<file path="src/rtl/pclk_pkg.sv">
package pclk_pkg;

    typedef enum logic [1:0] {
        DIV_HALF   = 2'b00,
        DIV_ONE    = 2'b01,
        DIV_EIGHTH = 2'b10,
        DIV_SLOW   = 2'b11
    } div_code_e;

    localparam int LOG2_HALF   = 1;
    localparam int LOG2_ONE    = 0;
    localparam int LOG2_EIGHTH = 3;
    localparam int LOG2_SLOW   = 8;
    localparam int CNT_W       = LOG2_SLOW;

    typedef logic [CNT_W-1:0] count_t;

    typedef struct packed {
        count_t cnt;
        logic   en;
    } div_state_t;

    // terminal count (ratio minus one) for a select code
    function automatic count_t term_of(div_code_e code);
        int lg;
        case (code)
            DIV_HALF:   lg = LOG2_HALF;
            DIV_ONE:    lg = LOG2_ONE;
            DIV_EIGHTH: lg = LOG2_EIGHTH;
            default:    lg = LOG2_SLOW;
        endcase
        return count_t'((1 << lg) - 1);
    endfunction

endpackage

</file>
<file path="src/rtl/pclk_gate.sv">
module pclk_gate (
    input  logic pwr_down,
    input  logic wake_done,
    output logic gate
);
    // the enable is withheld on power-down or while wake-up is pending
    assign gate = pwr_down | ~wake_done;
endmodule

</file>
<file path="src/rtl/pclk_ratio_reg.sv">
module pclk_ratio_reg
    import pclk_pkg::*;
(
    input  logic      clk,
    input  logic      rst,
    input  logic      load,
    input  logic [1:0] sel_in,
    output div_code_e active,
    output count_t    term
);
    always_ff @(posedge clk) begin
        if (rst)
            active <= DIV_ONE;
        else if (load)
            active <= div_code_e'(sel_in);
    end

    assign term = term_of(active);

    // reset leaves the /1 ratio active
    assert_reset_ratio_R1: assert property (@(posedge clk)
        rst |=> (active == DIV_ONE));

    // the active ratio moves only on a boundary or while gated
    assert_hold_ratio_R9: assert property (@(posedge clk) disable iff (rst)
        !load |=> $stable(active));
endmodule

</file>
<file path="src/rtl/pclk_counter.sv">
module pclk_counter
    import pclk_pkg::*;
(
    input  logic   clk,
    input  logic   rst,
    input  logic   gate,
    input  count_t term,
    output logic   boundary,
    output logic   en
);
    div_state_t st, st_nx;

    assign boundary = ~gate && (st.cnt == term);

    always_comb begin
        st_nx = st;
        if (gate) begin
            st_nx.cnt = '0;
            st_nx.en  = 1'b0;
        end else if (boundary) begin
            st_nx.cnt = '0;
            st_nx.en  = 1'b1;
        end else begin
            st_nx.cnt = st.cnt + 1'b1;
            st_nx.en  = 1'b0;
        end
    end

    always_ff @(posedge clk) begin
        if (rst)
            st <= '{cnt: '0, en: 1'b0};
        else
            st <= st_nx;
    end

    assign en = st.en;

    // gating forces the divider back to zero
    assert_restart_R8: assert property (@(posedge clk) disable iff (rst)
        gate |=> (st.cnt == '0));

    // the count never passes the terminal of the active ratio
    assert_count_bound_R9: assert property (@(posedge clk) disable iff (rst)
        st.cnt <= term);

    // with a ratio above one, a pulse is followed by a low cycle
    assert_pulse_width_R10: assert property (@(posedge clk) disable iff (rst)
        (en && term != '0 && !gate) |=> !en);
endmodule

</file>
<file path="src/rtl/pclk_div.sv">
module pclk_div
    import pclk_pkg::*;
(
    input  logic       clk,
    input  logic       rst,
    input  logic [1:0] div_sel,
    input  logic       pwr_down,
    input  logic       wake_done,
    output logic       cpu_en
);
    logic      gate;
    logic      boundary;
    div_code_e active;
    count_t    term;

    pclk_gate u_gate (
        .pwr_down  (pwr_down),
        .wake_done (wake_done),
        .gate      (gate)
    );

    pclk_ratio_reg u_ratio (
        .clk    (clk),
        .rst    (rst),
        .load   (gate | boundary),
        .sel_in (div_sel),
        .active (active),
        .term   (term)
    );

    pclk_counter u_cnt (
        .clk      (clk),
        .rst      (rst),
        .gate     (gate),
        .term     (term),
        .boundary (boundary),
        .en       (cpu_en)
    );

    // power-down silences the enable from the next cycle
    assert_pdn_quiet_R6: assert property (@(posedge clk) disable iff (rst)
        pwr_down |=> !cpu_en);

    // a pending wake-up delay silences the enable
    assert_wake_quiet_R7: assert property (@(posedge clk) disable iff (rst)
        !wake_done |=> !cpu_en);

    // reset clears the enable
    assert_reset_low_R1: assert property (@(posedge clk)
        rst |=> !cpu_en);
endmodule

</file>
<file path="config.mk">
export PLATFORM = sky130hd
export DESIGN_NAME = pclk_div
export DESIGN_NICKNAME = d
export VERILOG_FILES = /design/src/rtl/pclk_pkg.sv /design/src/rtl/pclk_gate.sv /design/src/rtl/pclk_ratio_reg.sv /design/src/rtl/pclk_counter.sv /design/src/rtl/pclk_div.sv
export SDC_FILE = /design/constraint.sdc
export NUM_CORES = 1
export LEC_CHECK = 0
export BUFFER_PORTS_ARGS = -buffer_cell sky130_fd_sc_hd__buf_2
export CAP_MARGIN = 20
export CORE_ASPECT_RATIO = 0.75
export CORE_UTILIZATION = 30
export DETAILED_ROUTE_END_ITERATION = 6
export GPL_ROUTABILITY_DRIVEN = 1
export HOLD_SLACK_MARGIN = 0.03
export PLACE_DENSITY_LB_ADDON = 0.05
export SETUP_SLACK_MARGIN = 0.5
export SLEW_MARGIN = 25
export SYNTH_ARGS = -nofsm -noshare
export SYNTH_HDL_FRONTEND = slang
export SYNTH_SLANG_ARGS = --single-unit
</file>
<file path="constraint.sdc">
create_clock -name clk -period 3.14 [get_ports clk]
set_input_delay 0.471 -clock clk [delete_from_list [all_inputs] [get_ports clk]]
set_output_delay 0.471 -clock clk [all_outputs]
set_load 0.03 [all_outputs]
</file>
======== Yosys cells after proc, flatten, opt, wreduce, memory -nomap -nowiden ========
Index checks and enable logic that the tools add are counted.
cells by class
  add/sub/neg operators ................... 2
  equality and inequality tests ........... 3
  shifts and indexed selects .............. 1
  multiplexer cells ....................... 2
  bitwise gates (word level) .............. 4
  reduce and logical (&&, ||, !) cells .... 4
operators with widths
  cell                                                 count
  one-hot mux 4 bit (3 select lines)                   1
  adder 8 x 1 -> 8 bit, second input constant          1
  equality test 8 bit                                  1
  left shift 1 x 4 -> 8 bit, first input constant      1
  subtractor 8 x 2 -> 8 bit, second input constant     1
  OR reduction 3 bit                                   1
  equality test 2 x 1 -> 1 bit, second input constant  1
  equality test 2 bit, second input constant           1
  logical NOT 2 bit                                    1
  NOT 1 bit                                            2
  OR 1 bit                                             2
  OR reduction 2 bit                                   1
  logical AND 1 bit                                    1
  two-way mux 1 bit                                    1
word-level totals
  register bits after elaboration ......... 11
  input bits .............................. 6

======== Logic depth before layout (Yosys ltp) ========
  depth after elaboration ................. 7
  depth in mapped cells ................... 5

======== By module ========
Synthesis repeated with hierarchy kept, for this count alone.
second synthesis, totals
  cell total of the unflattened synthesis .. 70
  area, all modules ....................... 650.6 µm²
modules (own cells, without submodules)
  module          instances  cells an instance  area an instance (µm²)  seq. area each (µm²)
  pclk_counter    1          54                 516.7                   180.2
  pclk_ratio_reg  1          14                 121.4                   40.0
  pclk_div        1          1                  6.3                     0.0
  pclk_gate       1          1                  6.3                     0.0

======== Least setup slack after synthesis ========
No wires, ideal clock.
  path kind ............................... register -> register
  start point ............................. register u_ratio.active[1]
  end point ............................... register u_cnt.st (netlist bit u_cnt.en)
  library setup time ...................... 0.073 ns
  arrival time ............................ 1.462 ns
  data required time ...................... 3.067 ns
  path slack .............................. 1.606 ns
  stages on the path, launching flop included .. 6
  buffers on the path ..................... 1
  period minus slack after synthesis ...... 1.534 ns
  cell sequence ........................... dfxtp_1 or4_4 nor3b_2 o31a_2 buf_6 nor3b_2
on the way
  longest elaborated chain between the ends .. 7
ends and longest elaborated chain
  item                                               line                  source
  start, declared                                    pclk_ratio_reg.sv:8   output div_code_e active,
  start signal, assigned                             pclk_ratio_reg.sv:15  active <= div_code_e'(sel_in);
  equality test 2 bit, or another cell as far along  pclk_pkg.sv:26        case (code)
  one-hot mux 4 bit (3 select lines) (*)             pclk_pkg.sv:26
  left shift 1 x 4 -> 8 bit (*)                      pclk_pkg.sv:32        return count_t'((1 << lg) - 1);
  subtractor 8 x 2 -> 8 bit (*)                      pclk_pkg.sv:32
  equality test 8 bit (*)                            pclk_counter.sv:13    assign boundary = ~gate && (st.cnt == term);
  logical AND 1 bit (*)                              pclk_counter.sv:13
  two-way mux 1 bit (*)                              pclk_counter.sv:20    end else if (boundary) begin
  end signal, assigned                               pclk_counter.sv:31    st <= '{cnt: '0, en: 1'b0};
  end signal, assigned                               pclk_counter.sv:33    st <= st_nx;
  end, declared                                      pclk_counter.sv:11    div_state_t st, st_nx;
Mark *: on every way between the ends. The rest lies on a longest branch, timed or not.
A chain may end at the register's enable or synchronous reset.

======== Worst setup path in the final report ========
Ends and elaborated chain as after synthesis.

==> run summary <==
post-layout min period: 1.65 ns
CP Capture Type: flip-flop
M2 GR Usage: 23.1%
grt total ovfl: 0
area delta synth->final: 12.4%
Post-Syn Instances: 60
Worst IR Drop VDD: 0.000221 V
Die Width: 51.7 um
crit path DAT: 1.86 ns
CTS tree: built
Num CTS Buffers: 3
io pins: 7
global-route wire length before repair: 1840 um
Critical Path, Cell by Cell: or4_4, nor3b_2, o31a_2, nor3b_2
Seq/Total Area, Yosys: 39.6%
Setup TNS: 0 ns
hpwl dp: 726 um
Multi-input gate area: 320 um2
crit path kind: reg2reg
Buffers on Ports: 6
initial core utilization: 31.9%
hold slack: 0.427 ns
clock latency on the worst-skew pair: 0.27 ns
top cell type's share of synthesized area: 39.6%
design area: 624 um2
critical-path maximum fanout: 9
Max-slew headroom: 68.4%
Final period util: 52.5%
grt met3 use: 8.14%
CP bufs+invs: 0
Iteration-0 DRC Markers: 10
first drt pass iteration count: 4
die area: 2030 um2
syn_area_per_cell: 9.26 um2
Synth Flop Type: dfxtp_1
CTS Sinks: 11
CP top delay family: simple AND/OR/NAND/NOR gates
Worst setup SP type: flip-flop
max-slew violations: 0
slowest CP cell: or4_4
wirelength, routed: 1020 um
ys async rst share: 0%
final-stage net count: 76
Crit path largest cell delay: 0.56 ns
FILL cells: 189
share of layout cells above drive strength 1: 19.1%
outcome: finished, final reports clean
post-layout util: 35.9%
hold_buf cts: 0
initial antenna violation count: 0
Top cell by count, worst path: nor3b_2
EDFF count, synth: 0
top post-synthesis cells by area: dfxtp_1 (40%), nor3_1 (6.3%), xor2_1 (6.3%)
Core Area: 1740 um2
Pwr per Cell Area: 442 nW/um2
Hold Crit Class: in2reg
slew at the pin with the worst max-slew slack: 0.473 ns
vias in the first global route: 447
# DRC: 0
CTS max path bufs: 2
Mapped Area: 556 um2
Yosys cell types: 23
Seq cells post-synth: 11
Worst Path Required: 3.35 ns
RSZ-0062 raised after global routing: no
die height: 39.3 um
Ant. Diodes: 0
Rows: 13
Sequential Area: 220 um2
count of final hold-check violations: 0
Final Skew: 0.00594 ns
most used routing layer: met2
Post-CTS Setup Bufs: 0
ANT nets after route: 0
fmax: 606 MHz
final setup vio count: 0
gr usage total: 13.8%
P_leak: 0.000211 uW
Synthesis Warnings: 0
H-tree depth: 1
Placed Area: 598 um2
post_cts resized: 0
Clock Pin Slew Worst Setup and Hold Paths: 0.07 ns
Tot Pwr: 276 uW
DR vias/cell: 4.92
Max Cap Violations: 0
cell taking the most area after synthesis: dfxtp_1
pin count of the biggest net entering global routing: 10
DR vias: 443
root buffer cell: clkbuf_4
Routed wire per std cell: 11.3 um
routing usage on met1: 13.4%
syn_nets: 67
RD Place Congestion: 0.713
path summary, 6_finish.rpt:
kind                               endpoint  depth (start not counted)                      startpoint  slack, ns
min                     u_cnt.en$_SDFF_PP0_                          2                             rst       0.43
max reg2reg             u_cnt.en$_SDFF_PP0_                          4  u_ratio.active[1]$_SDFFE_PP0P_       1.49
max                     u_cnt.en$_SDFF_PP0_                          4  u_ratio.active[1]$_SDFFE_PP0P_       1.49
min reg2reg  u_ratio.active[1]$_SDFFE_PP0P_                          2  u_ratio.active[1]$_SDFFE_PP0P_       0.53
per-layer routing:
metal	wire length, um	vias up
li1	-	230
met1	536	202
met2	409	9
met3	58	2
met4	13	0
met5	0	-
cells in the final DEF, fill, tap and decap left out, types with 2 or more instances in the layout:
| master | n |
|---|---|
| dfxtp_1 | 11 |
| nor2_1 | 5 |
| nand2b_1 | 5 |
| mux2i_1 | 2 |
| nor3b_2 | 2 |
| clkbuf_4 | 3 |
| nor2b_1 | 2 |
| xor2_1 | 4 |
| nor3_1 | 7 |
| nand2_1 | 3 |
| xnor2_1 | 3 |
| nand3_1 | 4 |
| buf_2 | 6 |
synthesized netlist by cell type, drive strengths merged, types with 2 or more instances:
master  number
xor2         4
nand2        3
buf          2
nor3         7
mux2i        2
dfxtp       11
nor2b        2
nand2b       5
nor2         5
nor3b        3
nand3        4
xnor2        3
power by group:
group	internal (uW)	leakage (uW)	switching, uW
Combinational	13.9	0.000106	15.7
Clock	49.2	0.0000150	50.1
Sequential	143	0.0000893	4.24
Total	206	0.000211	70.0
final cells by class:
type,instances,share of cell area [%]
clock buffers,4,4.21
multi-input cells,47,51.3
flip-flops and latches,11,35.3
well taps,22,4.41
repair buffers,6,4.81
sequential cells by signal, summed over array words and instances, names as in the netlist:
name / cells
u_cnt.en: 1
u_cnt.st: 8
u_ratio.active: 2
logic make-up (layout without fill, tap and decap cells):
logic type / count (synthesis) / after routing / synth area share [%]
buf+inv: 2 / 10 / 2.70
xor+xnor: 7 / 7 / 11.0
mux: 2 / 2 / 3.60
fa+ha+maj: 1 / 1 / 2.25
simple gates: 33 / 33 / 34.9
compound gates: 4 / 4 / 5.86
flops: 11 / 11 / 39.6
metrics by stage:
step | setup slack, ns | instances
5_1_grt | 1.39 | 90
6_report | 1.49 | 90
4_1_cts | 1.46 | 90
2_1_floorplan | 1.61 | 60
3_5_place_dp | 1.48 | 86
3_3_place_gp | 1.53 | 86
worst register-to-register path, stage by stage (launching register included):
cell and delay (ns):
dfxtp_1 0.34, or4_4 0.56, nor3b_2 0.22, o31a_2 0.27
nor3b_2 0.19
Note: power is estimated with default switching activity, not from simulation.
